$ cat src/rtl/char_out_port.sv
module char_out_port #(
  parameter int ADDR_W = 16,
  parameter int DATA_W = 16,
  parameter int CHAR_W = 8,
  parameter logic [ADDR_W-1:0] STAT_ADDR = 16'hFE04,
  parameter logic [ADDR_W-1:0] CHAR_ADDR = 16'hFE06
) (
  input  logic              clk,
  input  logic              rst_n,
  input  logic [ADDR_W-1:0] bus_addr,
  input  logic              bus_wr,
  input  logic [DATA_W-1:0] bus_wdata,
  input  logic              bus_rd,
  output logic [DATA_W-1:0] bus_rdata,
  output logic [CHAR_W-1:0] snk_char,
  output logic              snk_valid,
  input  logic              snk_ready
);
  localparam int PAD_W = DATA_W - CHAR_W;

  logic              free_q;
  logic [CHAR_W-1:0] char_q;

  wire hit_stat = bus_addr == STAT_ADDR;
  wire hit_char = bus_addr == CHAR_ADDR;
  wire take     = bus_wr && hit_char && free_q;
  wire drain    = !free_q && snk_ready;

  always_ff @(posedge clk) begin
    if (!rst_n) begin
      free_q <= 1'b1;
      char_q <= '0;
    end else begin
      if (take) begin
        free_q <= 1'b0;
        char_q <= bus_wdata[CHAR_W-1:0];
      end else if (drain) begin
        free_q <= 1'b1;
      end
    end
  end

  assign snk_valid = !free_q;
  assign snk_char  = char_q;

  always_comb begin
    bus_rdata = '0;
    if (bus_rd) begin
      if (hit_stat)      bus_rdata = {free_q, {(DATA_W-1){1'b0}}};
      else if (hit_char) bus_rdata = {{PAD_W{1'b0}}, char_q};
    end
  end
endmodule


$ cat config.mk
export PLATFORM = sky130hd
export DESIGN_NAME = char_out_port
export DESIGN_NICKNAME = d
export VERILOG_FILES = /design/src/rtl/char_out_port.sv
export SDC_FILE = /design/constraint.sdc
export NUM_CORES = 1
export LEC_CHECK = 0
export BUFFER_PORTS_ARGS = -buffer_cell sky130_fd_sc_hd__buf_4
export CAP_MARGIN = 20
export CORE_MARGIN = 2
export CORE_UTILIZATION = 32
export CTS_CLUSTER_SIZE = 30
export DETAILED_ROUTE_END_ITERATION = 10
export HOLD_SLACK_MARGIN = 0.1
export PLACE_DENSITY = 0.78
export SLEW_MARGIN = 20
export SYNTH_ARGS = -nofsm -noshare
export SYNTH_HDL_FRONTEND = slang
export SYNTH_SLANG_ARGS = --single-unit
$ cat constraint.sdc
create_clock -name clk -period 1.4 [get_ports clk]
set_clock_uncertainty 0.05 [all_clocks]
set_input_delay 0.14 -clock clk [delete_from_list [all_inputs] [get_ports clk]]
set_output_delay 0.14 -clock clk [all_outputs]
set_load 0.01 [all_outputs]
# [Word-level counts from Yosys, hierarchy flattened]
# Index checks and enable logic that the tools add are counted.
[word_totals] register_bits=9 inputBits=37 word_cells=14
[classes] n_eq_ne=2 mux=5 n_reduce_logical=5
[op_table] op="16-bit equality test, second input constant" n=2
[op_table] op="16-bit two-way mux" n=2
[op_table] op="8-bit two-way mux" n=1
[op_table] op="1-bit logical AND" n=3
[op_table] op="1-bit two-way mux" n=2
[op_table] op="2-bit nonzero test" n=1
[op_table] op="1-bit logical NOT" n=1

# [Depth between registers and ports, before layout]
# Gate-level depths: netlist of the first run.
[logic_depth] word_depth=4 depth_mapped=5

# [Worst setup path after synthesis of the first run]
# No wires, ideal clock.
[synth_timing] path_type="in2out" startpoint="in bus_addr[0]" endpoint="out bus_rdata[0]" t_arrival_ns=1.124 t_required_ns=1.210 slack_ns=0.086 cell_stages=5 n_path_buf=1 path_cell_list="nor4_2 and3_1 buf_6 and4_4 and2_1"
[synth_via] elab_chain_cells=4
[synth_rtl] item="start, declared" line="10" rtl="input logic [ADDR_W-1:0] bus_addr,"
[synth_rtl] item="16-bit equality test" line="25" rtl="wire hit_char = bus_addr == CHAR_ADDR;"
[synth_rtl] item="8-bit two-way mux" line="50" rtl="else if (hit_char) bus_rdata = {{PAD_W{1'b0}}, char_q};"
[synth_rtl] item="16-bit two-way mux *" line="49" rtl="if (hit_stat) bus_rdata = {free_q, {(DATA_W-1){1'b0}}};"
[synth_rtl] item="16-bit two-way mux *" line="48" rtl="if (bus_rd) begin"
[synth_rtl] item="end, declared" line="14" rtl="output logic [DATA_W-1:0] bus_rdata,"
# Mark *: on every way between the ends. The rest lies on a longest branch, timed or not.

# [Final worst setup path of the first run]
[layout_timing] startpoint="in bus_addr[8]" endpoint="out bus_rdata[3]"
# The elaborated chain is that of the path after synthesis.

==> impl_results.md, run 1 <==
- Critical path buffers and inverters: 2
- Pwr Density: 537 nW/µm²
- Mapped cell area: 532 µm²
- Post-route ant nets: 0
- H-tree lvl count: 1
- I/O Pins: 62
- TritonRoute pass-1 iters: 4
- CP Class: primary input to primary output
- # rows: 14
- Vias in the first global route: 636
- Post-DP HPWL: between 1000 and 1500 µm
- Die Area: 2000 µm²
- GP Congestion: about 0.77
- Worst Setup SP: bus_addr[8]
- Clock power frac: between 30% and 40%
- #FFs+latches synth: 9
- P_sw: around 0.13 mW
- Vias per cell: slightly above 5
- Finished Core Util: between 70% and 80%
- Root buf cell: clkbuf_4
- Final WS setup: -0.0530 ns
- Seq/Total Area, Yosys: between 30% and 40%
- Core box area: ~1500 µm²
- Area growth syn-to-layout: 101%
- Iter 0 DRT Violations: 20
- Max_cap viols: 0
- Sequential Power Share: ~45%
- Failing checks: negative setup slack
- Worst-Skew Late Latency: 0.26 ns
- Placed cell count: around 130
- CP Max Fanout: 8
- Initial core utilization: about a third
- Crit. End Element: primary output
- Setup Viol. Count Final: 8
- Hold wc startpoint: bus_wr
- Library cells used by synthesis: 20
- Sw Ratio: between 20% and 30%
- Final Hold Fails: 0
- Global-route wire length before repair: between 2000 and 3000 µm
- Setup slack, reg-to-reg: about 0.19 ns
- Crit-path leading delay family: simple AND/OR/NAND/NOR gates
- CP cell instances: buf_6, nor4_4, and3_4, and4_4, and2_4, buf_6
- Area of the multi-input gates: roughly 330 µm²
- Clock Pin Slew Worst Setup and Hold Paths: ~0.060 ns
- Max-slew violations: 0
- Hold-critical path depth: 4
- Worst path arrival time: 1.26 ns
- Synth warn: 0
- CTS Sinks: 9
- CTS tree: yes
- Internal Power: roughly 0.44 mW
- RSZ-0062 raised after global routing: true
- Total Nets Final: 164
- Status: complete, but fails checks
- Reg area: between 150 and 200 µm²
- Combinational Power Share: approximately 20%
- Gr ovfl total: 0
- Total global-route track usage: between 15 and 20%
- Die X-Extent: 44.8 µm
- Synth Instances: 66
- Startpoint Class: primary input
- Reg2reg path depth: 3
- Hold_ws: 0.404 ns
- Finished Layout Cells: approximately 140
- Largest net degree at the start of global routing: 10
- Critical Path RT: around 1.2 ns
- Crit. path cell count: 6
- Final period utilization: 104%
- Crit-path slowest cell: nor4_4
- Filler cells: about 130
- Die Y: about 45 µm
- Synthesized area per cell: just over 8 µm²
- Setup TNS: -0.348 ns
- Post-Route WL: ~1800 µm
- Min-delay worst type: primary input to flip-flop
- N_diodes: 0
- WL per Instance: between 10 and 15 µm
- Most used cell, CP: buf_6
- CTS buffer count: 3
- Post-route DRC: 0
- Max Freq: around 690 MHz
- Worst path max stage delay: between 0.2 and 0.3 ns
- Pleak: approximately 0.50 nW
- Vias: 722
- Proportion of layout cells with a drive suffix above 1: around 51%
- Minimum clock period: 1.45 ns
- Port bufs: 46
- Clock buffer depth: 2
- Peak VDD IR: about 0.00034 V
- Antenna violations before repair: 0
- Reg-to-Reg Start: free_q
tightest hold or removal path, stage by stage:
cell,delay (ns)
buf_4,0.12
nand4_1,0.26
o22ai_1,0.11
nand2_1,0.06
through the flow:
stage	setup slack (ns)	cell area, µm²	power (mW)
2_1_floorplan	0.0861	554	0.295
3_3_place_gp	-0.0675	858	0.342
3_5_place_dp	-0.0832	858	0.343
4_1_cts	-0.0363	1060	0.575
5_1_grt	-0.124	1070	0.597
6_report	-0.0530	1070	0.574
what timing repair did:
item                       4_1_cts  5_1_grt
hold endpoints to repair         9        0
hold buffers                    10        0
setup endpoints to repair        9        9
resized for setup               16        2
buffers inserted                 2        0
pin swaps                       13        2
cell type report:
cell class,instances,area share (%)
sequential,9,16.8
multi-input combinational,52,31.2
clock buffer,4,2.46
timing repair buffer,59,46.9
inverter,2,0.702
tap,16,1.87
cells by family (layout without fill, tap and decap cells):
family | count (synthesis) | count (layout) | synth area share (%)
compound gates | 17 | 17 | 16.2
other cells | 1 | 7 | 0.705
flops | 9 | 9 | 33.9
buf+inv | 11 | 65 | 14.4
simple gates | 28 | 28 | 34.8
Yosys cell counts (all sizes together):
library cell  count  area share, %
nand3            10            9.4
buf               9             13
dfxtp             9             34
a21oi             8            7.5
and2              8            9.4
o21ai             8            7.5
and4              3            5.4
inv               2            1.4
and3              1            1.2
and3b             1            1.9
and4bb            1            2.4
conb              1           0.71
nand2             1           0.71
nand4             1            1.2
nor3              1           0.94
nor4              1            2.4
o22ai             1            1.2
power groups by stage:
stage	sequential (mW)	clock, mW	combinational, mW
2_1_floorplan	0.262	0	0.0329
3_3_place_gp	0.262	0	0.0806
3_5_place_dp	0.262	0	0.0817
4_1_cts	0.256	0.208	0.111
5_1_grt	0.256	0.219	0.122
6_report	0.256	0.205	0.114
routing by layer:
| layer | wire length (µm) | up-vias | share of wire [%] | GRT usage [%] |
|---|---|---|---|---|
| met4 | 25 | 0 | 1.4 | 12.7 |
| met2 | 938 | 42 | 53 | 33.0 |
| met1 | 652 | 332 | 37 | 19.0 |
| li1 | - | 344 | - | - |
| met5 | 0 | - | 0 | 0 |
| met3 | 162 | 4 | 9.1 | 4.00 |
state kept, by name, indices dropped and copies added (netlist names):
| name | count |
|---|---|
| snk_char | 8 |
| free_q | 1 |
final timing paths:
check / end
min: free_q
max reg2reg: snk_char[2]
max: bus_rdata[3]
min reg2reg: snk_char[7]
cell usage in the layout, fill, tap and decap left out:
cell type / n
buf_6: 9
clkbuf_4: 3
nand4_1: 1
and3b_2: 1
a21oi_1: 8
and4_1: 2
o21ai_0: 8
o22ai_1: 1
nand3_1: 9
nor4_4: 1
and2_4: 5
and4_4: 1
nand3_2: 1
dlygate4sd3_1: 10
and3_4: 1
inv_1: 2
dfxtp_1: 9
clkbuf_1: 1
conb_1: 7
buf_4: 40
nand2_1: 1
and4bb_2: 1
nor3_2: 1
and2_1: 3
Note: power is estimated with default switching activity, not from simulation.
==> run 2, diff against run 1 <==
--- a/config.mk
+++ b/config.mk
@@ -12,7 +12,7 @@
 export CTS_CLUSTER_SIZE = 30
 export DETAILED_ROUTE_END_ITERATION = 10
 export HOLD_SLACK_MARGIN = 0.1
-export PLACE_DENSITY = 0.78
+export PLACE_DENSITY_LB_ADDON = 0.08
 export SLEW_MARGIN = 20
 export SYNTH_ARGS = -nofsm -noshare
 export SYNTH_HDL_FRONTEND = slang
==> constraint.sdc (replaced) <==
create_clock -name clk -period 1.6 [get_ports clk]
set_clock_uncertainty 0.05 [all_clocks]
set_input_delay 0.16 -clock clk [delete_from_list [all_inputs] [get_ports clk]]
set_output_delay 0.16 -clock clk [all_outputs]
set_load 0.01 [all_outputs]
==> impl_results.md, run 2 (synthesis results as in run 1) <==
- RSZ-0062 raised after global routing: false (was true)
- Max reg flops: 8 (unchanged)
- Vias in the first global route: 571 (was 636)
- Hold-critical path depth: 3 (was 4)
- Min-delay worst type: primary input to flip-flop (unchanged)
- Post-DP HPWL: 1210 µm (was 1200 µm)
- Pwr Density: 514 nW/µm² (was 537 nW/µm²)
- Total Nets Final: 155 (was 164)
- Antenna violations before repair: 0 (unchanged)
- # rows: 14 (unchanged)
- Reg2reg path depth: 3 (unchanged)
- Core box area: 1520 µm² (unchanged)
- TritonRoute pass-1 iters: 3 (was 4)
- Post-route ant nets: 0 (unchanged)
- Proportion of layout cells with a drive suffix above 1: 48.7% (was 50.8%)
- Critical Path RT: 1.39 ns (was 1.21 ns)
- Clock buffer depth: 2 (unchanged)
- Gr ovfl total: 0 (unchanged)
- Die X-Extent: 44.8 µm (unchanged)
- Setup Viol. Count Final: 0 (was 8)
- Post-Route WL: 1540 µm (was 1780 µm)
- GP Congestion: 0.762 (was 0.773)
- Peak VDD IR: 0.000398 V (was 0.000342 V)
- Post-Layout Inst Area: 935 µm² (was 1070 µm²)
- Worst path arrival time: 1.29 ns (was 1.26 ns)
- H-tree lvl count: 1 (unchanged)
- CP Class: primary input to primary output (unchanged)
- Largest net degree at the start of global routing: 10 (unchanged)
- Area of the multi-input gates: 317 µm² (was 334 µm²)
- CTS tree: yes (unchanged)
- Pleak: 0.451 nW (was 0.503 nW)
- WL per Instance: 11.6 µm (was 12.5 µm)
- Post-CTS Setup Bufs: 0 (was 2)
- Root buf cell: clkbuf_4 (unchanged)
- Total global-route track usage: 15.8% (was 18.5%)
- Crit-path slowest cell: nor4_4 (unchanged)
- Max Freq: 666 MHz
- Area growth syn-to-layout: 75.8% (was 101%)
- Max_cap viols: 0 (unchanged)
- CP Max Fanout: 8 (unchanged)
- Reg area: 180 µm² (unchanged)
- Clock Pin Slew Worst Setup and Hold Paths: 0.07 ns (was 0.06 ns)
- Vias: 645 (was 722)
- Die Area: 2000 µm² (unchanged)
- Most frequent cells in the layout: buf_4 (47), nand3_1 (10), dfxtp_1 (9) (was buf_4 (40), dlygate4sd3_1 (10), nand3_1 (9), dfxtp_1 (9), buf_6 (9))
- Minimum clock period: roughly 1.5 ns
- Startpoint Class: primary input (unchanged)
- Final Hold Fails: 0 (unchanged)
- Iter 0 DRT Violations: 7 (was 20)
- Vias per cell: 4.85 (was 5.08)
- Most used cell, CP: buf_4 (was buf_6)
- I/O Pins: 62 (unchanged)
- Post-route DRC: 0 (unchanged)
- Die Y: 44.8 µm (unchanged)
- Crit. End Element: primary output (unchanged)
- Status: finished clean (was complete, but fails checks)
- Worst-Skew Late Latency: 0.25 ns (was 0.26 ns)
- CP cell instances: buf_4, nor4_4, and3_4, and4_4, and2_1, buf_4 (was buf_6, nor4_4, and3_4, and4_4, and2_4, buf_6)
- Commonest non-fill, non-tap cell in the layout: buf_4 (unchanged)
- Worst path max stage delay: 0.27 ns (about the same)
- Port bufs: 46 (unchanged)
- Global-route wire length before repair: 2320 µm (was 2670 µm)
- Placed instance area: 858 µm² (unchanged)
- Max-slew violations: 0 (unchanged)
- Final period utilization: a little over nine tenths
- N_diodes: 0 (unchanged)
- Filler cells: 145 (was 128)
- Setup TNS: 0 ns (was -0.348 ns)
- Initial core utilization: 34.9% (unchanged)
- CTS buffer count: 3 (unchanged)
- CTS Sinks: 9 (unchanged)
==> run 2: layout make-up <==
cell class / instances / share of cell area, %
Timing Repair Buffer: 50 / 41.0
Multi-Input combinational cell: 52 / 33.9
Sequential cell: 9 / 19.3
Clock buffer: 3 / 2.41
Tap cell: 16 / 2.14
Inverter: 2 / 0.803
Clock inverter: 1 / 0.535
==> run 2: metal layers <==
layer / share of wire [%] / wire length (µm) / GRT usage [%]
met1: 39 / 600 / 18.1
met5: 0 / 0 / 0
met3: 8.8 / 135 / 4.00
met2: 52 / 804 / 28.4
met4: 0 / 0 / 5.45
==> run 2: path summary, 6_finish.rpt <==
path | start | end | slack [ns]
setup / recovery | bus_addr[0] | bus_rdata[7] | 0.1
hold / removal | bus_wdata[3] | snk_char[3] | 0.11
setup reg to reg | free_q | snk_char[6] | 0.40
hold reg to reg | snk_char[5] | snk_char[5] | 0.44
==> run 2: critical path: cells and delay by family <==
kind	cells	cell delay (ns)
AND/OR/NAND/NOR	4	0.90
buffers and inverters	2	0.24
==> run 2: power breakdown <==
group,leakage (nW),internal (mW),switching (mW)
Sequential,0.0725,0.224,0.00000119
Clock,0.0177,0.0921,0.0836
Combinational,0.361,0.0520,0.0284
==> run 2: repair_timing <==
action | 4_1_cts | 5_1_grt
hold buffers | 2 | 1
endpoints found under the hold margin | 1 | 1
setup endpoints to repair | 0 | 3
resized for setup | 0 | 3
==> run 2: through the flow <==
step / hold WS (ns) / setup slack (ns) / total power [mW] / util (%) / instances
2_1_floorplan: 0.172 / 0.246 / 0.258 / - / 72
3_3_place_gp: 0.285 / 0.0776 / 0.299 / 56.3 / 126
3_5_place_dp: 0.283 / 0.0723 / 0.301 / 56.3 / 126
4_1_cts: 0.108 / 0.0723 / 0.479 / 59.4 / 132
5_1_grt: 0.106 / 0.0186 / 0.511 / 61.3 / 133
6_report: 0.111 / 0.0984 / 0.480 / 61.3 / 133
